===== src/rtl/abs_pkg.sv =====
package abs_pkg;
    typedef enum logic [1:0] {
        ST_IDLE = 2'd0,
        ST_REQ  = 2'd1,
        ST_SEND = 2'd2
    } fetch_state_t;
endpackage


===== src/rtl/abs_block_tracker.sv =====
module abs_block_tracker #(
    parameter int AW          = 32,
    parameter int CNT_W       = 15,
    parameter int BLOCK_BYTES = 32
) (
    input  logic             clk,
    input  logic             rst_n,
    input  logic             ctrl_we,
    input  logic [CNT_W-1:0] ctrl_count,
    input  logic             ctrl_enable,
    input  logic             base_we,
    input  logic [AW-1:0]    base_wdata,
    input  logic             blk_done,
    output logic             go_ok,
    output logic [AW-1:0]    blk_ptr,
    output logic             irq
);
    localparam logic [AW-1:0]    STEP = AW'(BLOCK_BYTES);
    localparam logic [CNT_W-1:0] ONE  = CNT_W'(1);

    logic [CNT_W-1:0] prog_count_q;
    logic [CNT_W-1:0] remain_q;
    logic             enable_q;
    logic [AW-1:0]    start_q;
    logic [AW-1:0]    ptr_q;
    logic [AW-1:0]    start_next;
    logic             arm;

    assign start_next = base_we ? base_wdata : start_q;
    assign arm        = ctrl_we && ctrl_enable && !enable_q;

    always_ff @(posedge clk) begin
        if (!rst_n) begin
            prog_count_q <= '0;
            enable_q     <= 1'b0;
            start_q      <= '0;
        end else begin
            if (ctrl_we) begin
                prog_count_q <= ctrl_count;
                enable_q     <= ctrl_enable;
            end
            if (base_we) begin
                start_q <= base_wdata;
            end
        end
    end

    always_ff @(posedge clk) begin
        if (!rst_n) begin
            remain_q <= '0;
            ptr_q    <= '0;
            irq      <= 1'b0;
        end else begin
            irq <= 1'b0;
            if (arm) begin
                remain_q <= ctrl_count;
                ptr_q    <= start_next;
            end else if (blk_done && remain_q != '0) begin
                if (remain_q == ONE) begin
                    remain_q <= prog_count_q;
                    ptr_q    <= start_q;
                    irq      <= 1'b1;
                end else begin
                    remain_q <= remain_q - ONE;
                    ptr_q    <= ptr_q + STEP;
                end
            end
        end
    end

    assign go_ok   = enable_q && (remain_q != '0);
    assign blk_ptr = ptr_q;


    irq_after_block_chk: assert property (@(posedge clk) disable iff (!rst_n)
        irq |-> $past(blk_done));


    no_reload_when_on_chk: assert property (@(posedge clk) disable iff (!rst_n)
        (ctrl_we && enable_q && !blk_done) |=> $stable(remain_q));
endmodule


===== src/rtl/abs_fetch_fsm.sv =====
module abs_fetch_fsm
    import abs_pkg::*;
#(
    parameter int AW    = 32,
    parameter int DW    = 32,
    parameter int WORDS = 8
) (
    input  logic          clk,
    input  logic          rst_n,
    input  logic          tick,
    input  logic          go_ok,
    input  logic [AW-1:0] blk_ptr,
    output logic          mem_req,
    output logic [AW-1:0] mem_addr,
    input  logic          mem_ack,
    input  logic [DW-1:0] mem_rdata,
    output logic          out_valid,
    output logic [DW-1:0] out_data,
    input  logic          out_ready,
    output logic          busy,
    output logic          blk_done
);
    localparam int IDX_W = (WORDS > 1) ? $clog2(WORDS) : 1;
    localparam int SH    = $clog2(DW / 8);
    localparam logic [IDX_W-1:0] LAST = IDX_W'(WORDS - 1);

    fetch_state_t state_q, state_d;
    logic [IDX_W-1:0] idx_q;
    logic [AW-1:0]    base_q;
    logic [DW-1:0]    data_q;
    logic             last_word;

    assign last_word = (idx_q == LAST);

    always_comb begin
        state_d = state_q;
        unique case (state_q)
            ST_IDLE: if (tick && go_ok)            state_d = ST_REQ;
            ST_REQ:  if (mem_ack)                  state_d = ST_SEND;
            ST_SEND: if (out_ready)                state_d = last_word ? ST_IDLE : ST_REQ;
            default:                               state_d = ST_IDLE;
        endcase
    end

    always_ff @(posedge clk) begin
        if (!rst_n) begin
            state_q <= ST_IDLE;
        end else begin
            state_q <= state_d;
        end
    end

    always_ff @(posedge clk) begin
        if (!rst_n) begin
            idx_q  <= '0;
            base_q <= '0;
            data_q <= '0;
        end else begin
            if (state_q == ST_IDLE && tick && go_ok) begin
                idx_q  <= '0;
                base_q <= blk_ptr;
            end
            if (state_q == ST_REQ && mem_ack) begin
                data_q <= mem_rdata;
            end
            if (state_q == ST_SEND && out_ready && !last_word) begin
                idx_q <= idx_q + IDX_W'(1);
            end
        end
    end

    always_comb begin
        mem_req   = 1'b0;
        out_valid = 1'b0;
        blk_done  = 1'b0;
        busy      = 1'b1;
        unique case (state_q)
            ST_IDLE: busy      = 1'b0;
            ST_REQ:  mem_req   = 1'b1;
            ST_SEND: begin
                out_valid = 1'b1;
                blk_done  = out_ready && last_word;
            end
            default: busy      = 1'b0;
        endcase
    end

    assign mem_addr = base_q + (AW'(idx_q) << SH);
    assign out_data = data_q;


    req_hold_chk: assert property (@(posedge clk) disable iff (!rst_n)
        (mem_req && !mem_ack) |=> (mem_req && $stable(mem_addr)));


    out_hold_chk: assert property (@(posedge clk) disable iff (!rst_n)
        (out_valid && !out_ready) |=> (out_valid && $stable(out_data)));


    no_start_chk: assert property (@(posedge clk) disable iff (!rst_n)
        (!busy && !go_ok) |=> !mem_req);
endmodule


===== src/rtl/audio_block_streamer.sv =====
module audio_block_streamer #(
    parameter int AW          = 32,
    parameter int DW          = 32,
    parameter int CNT_W       = 15,
    parameter int BLOCK_BYTES = 32
) (
    input  logic             clk,
    input  logic             rst_n,
    input  logic             ctrl_we,
    input  logic [CNT_W:0]   ctrl_wdata,
    input  logic             base_we,
    input  logic [AW-1:0]    base_wdata,
    input  logic             tick,
    output logic             mem_req,
    output logic [AW-1:0]    mem_addr,
    input  logic             mem_ack,
    input  logic [DW-1:0]    mem_rdata,
    output logic             out_valid,
    output logic [DW-1:0]    out_data,
    input  logic             out_ready,
    output logic             irq,
    output logic             overflow
);
    localparam int WORDS = BLOCK_BYTES / (DW / 8);

    logic          go_ok;
    logic [AW-1:0] blk_ptr;
    logic          busy;
    logic          blk_done;
    logic          ovf_q;

    abs_block_tracker #(
        .AW(AW), .CNT_W(CNT_W), .BLOCK_BYTES(BLOCK_BYTES)
    ) u_track (
        .clk        (clk),
        .rst_n      (rst_n),
        .ctrl_we    (ctrl_we),
        .ctrl_count (ctrl_wdata[CNT_W-1:0]),
        .ctrl_enable(ctrl_wdata[CNT_W]),
        .base_we    (base_we),
        .base_wdata (base_wdata),
        .blk_done   (blk_done),
        .go_ok      (go_ok),
        .blk_ptr    (blk_ptr),
        .irq        (irq)
    );

    abs_fetch_fsm #(
        .AW(AW), .DW(DW), .WORDS(WORDS)
    ) u_fsm (
        .clk      (clk),
        .rst_n    (rst_n),
        .tick     (tick),
        .go_ok    (go_ok),
        .blk_ptr  (blk_ptr),
        .mem_req  (mem_req),
        .mem_addr (mem_addr),
        .mem_ack  (mem_ack),
        .mem_rdata(mem_rdata),
        .out_valid(out_valid),
        .out_data (out_data),
        .out_ready(out_ready),
        .busy     (busy),
        .blk_done (blk_done)
    );

    always_ff @(posedge clk) begin
        if (!rst_n) begin
            ovf_q <= 1'b0;
        end else if (tick && busy) begin
            ovf_q <= 1'b1;
        end else if (ctrl_we) begin
            ovf_q <= 1'b0;
        end
    end

    assign overflow = ovf_q;


    drop_sets_flag_chk: assert property (@(posedge clk) disable iff (!rst_n)
        (tick && busy) |=> overflow);


    drop_no_restart_chk: assert property (@(posedge clk) disable iff (!rst_n)
        (tick && busy && !blk_done) |=> busy);
endmodule


===== config.mk =====
export PLATFORM = sky130hd
export DESIGN_NAME = audio_block_streamer
export DESIGN_NICKNAME = d
export VERILOG_FILES = /design/src/rtl/abs_pkg.sv /design/src/rtl/abs_block_tracker.sv /design/src/rtl/abs_fetch_fsm.sv /design/src/rtl/audio_block_streamer.sv
export SDC_FILE = /design/constraint.sdc
export NUM_CORES = 1
export LEC_CHECK = 0
export ABC_AREA = 1
export BUFFER_PORTS_ARGS = -buffer_cell sky130_fd_sc_hd__buf_2
export CAP_MARGIN = 20
export CORE_ASPECT_RATIO = 1.2
export CORE_UTILIZATION = 45
export CTS_BUF_LIST = sky130_fd_sc_hd__clkbuf_8
export CTS_CLUSTER_SIZE = 12
export DETAILED_ROUTE_END_ITERATION = 12
export GPL_TIMING_DRIVEN = 1
export MAX_ROUTING_LAYER = met4
export PLACE_DENSITY = 0.74
export SYNTH_ARGS = -nofsm -noshare
export SYNTH_HDL_FRONTEND = slang
export SYNTH_SLANG_ARGS = --single-unit

===== constraint.sdc =====
create_clock -name clk -period 1.9 [get_ports clk]
set_input_delay 0 -clock clk [delete_from_list [all_inputs] [get_ports clk]]
set_output_delay 0 -clock clk [all_outputs]
set_load 0.05 [all_outputs]

==> flow_metrics.env <==
export IMPL_setup_slack_ns=-0.3442
export IMPL_synth_fp_nets=1429
export IMPL_drt_pass1_iter_count=5
export IMPL_max_clock_freq_mhz=445.6
export IMPL_totalWireLength_mm=27.61
export IMPL_ir_drop_mv=0.5244
export IMPL_fin_skew_ns=0.01700
export IMPL_hold_depth=4
export IMPL_syn_inst=1329
export IMPL_ys_async_sr_fraction_pct=0
export IMPL_vias_per_cell=5.161
export IMPL_antenna_found_initial=0
export IMPL_cts_htree_levels=4
export IMPL_synth_top_cell_area_share_pct=37.03
export IMPL_dpl_hpwl_mm=18.35
export IMPL_synth_flop_cell="dfxtp_1"
export IMPL_io_buffers=154
export IMPL_clock_latency_ns=0.47
export IMPL_end_kind="output port"
export IMPL_required_ns=1.90
export IMPL_worstHoldStart="ctrl_we"
export IMPL_dieHeight_um=156.7
export IMPL_drtAntennaViolNets=0
export IMPL_finalHoldViolCount=0
export IMPL_syn_area_um2=8975
export IMPL_hold_class="input port to register"
export IMPL_gp_congestion=0.9286
export IMPL_cts_tree="yes"
export IMPL_num_io_pins=155
export IMPL_worstPathCellList="ha_4, nand2_4, o21ai_4, nand3_2, buf_6, nor3_4, buf_6, nand3_1, nand2_1, buf_6"
export IMPL_worst_pin_slew_ns=0.5544
export IMPL_yosysWarnings=0
export IMPL_timing_rr_end="u_track.blk_ptr[25]$_SDFFE_PN0P_"
export IMPL_drv_max_cap_violation_count=0
export IMPL_die_w_um=130.9
export IMPL_synthTopCellsByCount="nor2_1 (275), nand2_1 (245), dfxtp_1 (166), inv_1 (116), o21ai_0 (92)"
export IMPL_rsz0062_at_grt="true"
export IMPL_final_period_utilization_pct=118.1
export IMPL_vias=9724
export IMPL_avgSynthCellArea_um2=6.753
export IMPL_drt_iter0_markers=490
export IMPL_core_um2=19550
export IMPL_start_util_pct=45.91
export IMPL_leakagePower_nw=5.541
export IMPL_synth_cell_types=43
export IMPL_synth_edf_count=0
export IMPL_worst_hold_path_endpoint="u_track.prog_count_q[0]$_SDFFE_PN0P_"
export IMPL_grt_pass1_wl_mm=43.84
export IMPL_status="finished, violations left"
export IMPL_area_delta_synth_final_pct=40.29
export IMPL_setup_violations=27
export IMPL_grt_pass1_vias=9256
export IMPL_finalSetupTns_ns=-6.626
export IMPL_grt_max_degree=66
export IMPL_violations="negative setup slack"
export IMPL_drc_errors=0
export IMPL_r2r_start="u_fsm.idx_q[1]$_SDFFE_PN0P_"
export IMPL_post_route_util_pct=64.41
export IMPL_critPathLaunchType="register"
export IMPL_diodes=0
export IMPL_post_route_min_period_ns=2.244
export IMPL_clockBufferDepth=2
export IMPL_cp_slowest_cell="dfxtp_2"
export IMPL_wl_per_cell_um=14.65
export IMPL_reg2regPathDepth=12
export IMPL_cts_sinks=166
export IMPL_grt_use_total_pct=27.96
export IMPL_cts_reportedPaths_clkPinSlew_ns=0.10
export IMPL_finalMaxSlewViolations=0
export IMPL_yosysTopAreaCell="dfxtp_1"
export IMPL_clockRootBuffer="clkbuf_8"
export IMPL_critPathKind="register to output port"
export IMPL_critPathMaxFanout=5
export IMPL_finalNetCount=1710
export IMPL_num_rows=56
export IMPL_p_per_area_nw_per_um2=690.9
export IMPL_dieArea_um2=20520
export IMPL_synth_seq_cells=166
export IMPL_synth_seq_area_share_pct=37.03
export IMPL_drive_above_1_share_pct=25.32
export IMPL_max_stage_delay_ns=0.35
export IMPL_ys_top_cells_by_area="dfxtp_1 (37%), nor2_1 (12%), nand2_1 (10%), o21ai_0 (5.1%), nand3_1 (5.0%)"
export IMPL_grt_ovfl_total=0
export IMPL_cts_buffers_inserted=17
export IMPL_ff2ff_setup_slack_ns=0.06
export IMPL_arrival_ns=2.24
export IMPL_final_cells=1884
export IMPL_slew_headroom_pct=62.70
export IMPL_path_common_cell="buf_6"
export IMPL_yosysMostFrequentCell="nor2_1"
export IMPL_placed_cells=1744
worst max-delay path, delay by kind of cell, from the launching register on:
| family | cells | cell delay [ns] |
|---|---|---|
| adder cells (fa/ha/maj) | 1 | 0.30 |
| AND/OR/NAND/NOR | 5 | 0.49 |
| AO/OA/AOI/OAI | 1 | 0.17 |
| flip-flops | 1 | 0.35 |
| buffers and inverters | 3 | 0.48 |
power breakdown:
part           total [mW]  leakage [nW]  internal (mW)  switching (mW)
clock                2.50         0.194           1.07            1.43
sequential           3.93          1.36           3.74           0.190
combinational        2.27          3.98          0.797            1.47
total                8.70          5.54           5.61            3.09
flip-flops by register name, summed over array words and instances (netlist names):
signal                cells
overflow                  1
u_fsm.base_q             32
u_fsm.idx_q               3
u_fsm.out_data           32
u_fsm.state_q             2
u_track.blk_ptr          32
u_track.enable_q          1
u_track.irq               1
u_track.prog_count_q     15
u_track.remain_q         15
u_track.start_q          32
cells in the final DEF, fill, tap and decap left out, types with 5 or more instances in the layout:
master	netlist	layout
xor2_1	26	5
xor2_2	0	20
nor3_2	2	6
o21ai_1	40	41
nand2_4	3	6
nor2_1	275	258
inv_1	116	113
clkbuf_8	0	17
buf_12	0	6
nor2_4	4	14
nor3_4	0	5
nor3_1	18	9
inv_6	0	5
nand3b_1	5	5
ha_4	0	5
nand2_2	3	12
dfxtp_1	166	153
inv_8	0	5
buf_4	6	53
mux2i_1	17	17
nand3_1	89	85
or2_2	14	15
buf_6	14	44
nand2_1	245	232
nand3_2	2	5
o21a_1	9	9
nand4_1	15	15
dfxtp_2	0	12
o211ai_1	5	5
buf_2	12	126
a21oi_1	76	71
o21ai_0	92	90
nor2_2	4	11
dlygate4sd3_1	0	87
worst max path at each step:
| stage | startpoint | endpoint | slack (ns) | depth (start not counted) |
|---|---|---|---|---|
| finish | u_fsm.idx_q[2]$_SDFFE_PN0P_ | mem_addr[27] | -0.34 | 10 |
| global route | u_fsm.idx_q[2]$_SDFFE_PN0P_ | mem_addr[27] | -0.45 | 11 |
| CTS | u_fsm.base_q[2]$_SDFFE_PN0P_ | mem_addr[28] | -0.37 | 9 |
| detailed placement | u_fsm.base_q[2]$_SDFFE_PN0P_ | mem_addr[28] | -0.07 | 9 |
| global placement | u_fsm.base_q[2]$_SDFFE_PN0P_ | mem_addr[28] | -0.04 | 9 |
| floorplan | u_fsm.idx_q[2]$_SDFFE_PN0P_ | mem_addr[25] | -0.05 | 7 |
area by class of cell:
| type | instances | area [µm²] |
|---|---|---|
| tap | 261 | 326.6 |
| fill | 1660 | 6958 |
| clock inverter | 15 | 141.4 |
| timing repair buffer | 323 | 2695 |
| sequential | 166 | 3342 |
| timing repair inverter | 1 | 6.256 |
| clock buffer | 17 | 234.0 |
| multi-input combinational | 980 | 5365 |
| inverter | 121 | 480.5 |
routing by layer:
metal / share of wire (%) / track usage [%]
met1: 40 / 31.02
met2: 51 / 48.48
met3: 4.9 / 4.137
met4: 4.0 / 13.68
met5: 0 / -
kinds of logic (layout without fill, tap and decap cells):
family | count (synthesis) | count (layout) | synth area share, %
buffers and inverters | 183 | 477 | 9.271
multiplexers | 17 | 17 | 1.896
XOR/XNOR | 29 | 29 | 2.830
AND/OR/NAND/NOR | 689 | 689 | 33.47
flip-flops | 166 | 166 | 37.03
adder cells (fa/ha/maj) | 13 | 13 | 1.896
AO/OA/AOI/OAI | 232 | 232 | 13.61
through the flow:
step	hold slack [ns]	setup slack (ns)	power (mW)	instance area [µm²]
after floorplan	0.1349	-0.05001	5.487	9174
after global placement	0.2407	-0.03641	5.955	10420
after detailed placement	0.2441	-0.07364	5.999	10420
after CTS	0.03779	-0.3656	8.647	12310
after global routing	0.05824	-0.4453	9.111	12590
final	0.07298	-0.3442	8.699	12590
timing repair:
item / in CTS / in global routing
resized for setup: 128 / 54
buffers inserted: 10 / 9
endpoints found under the hold margin: 118 / 0
cloned: 5 / 2
pin swaps: 28 / 25
hold buffers: 87 / 0
endpoints found under the setup margin: 37 / 88
(Power assumes the default switching activity.)
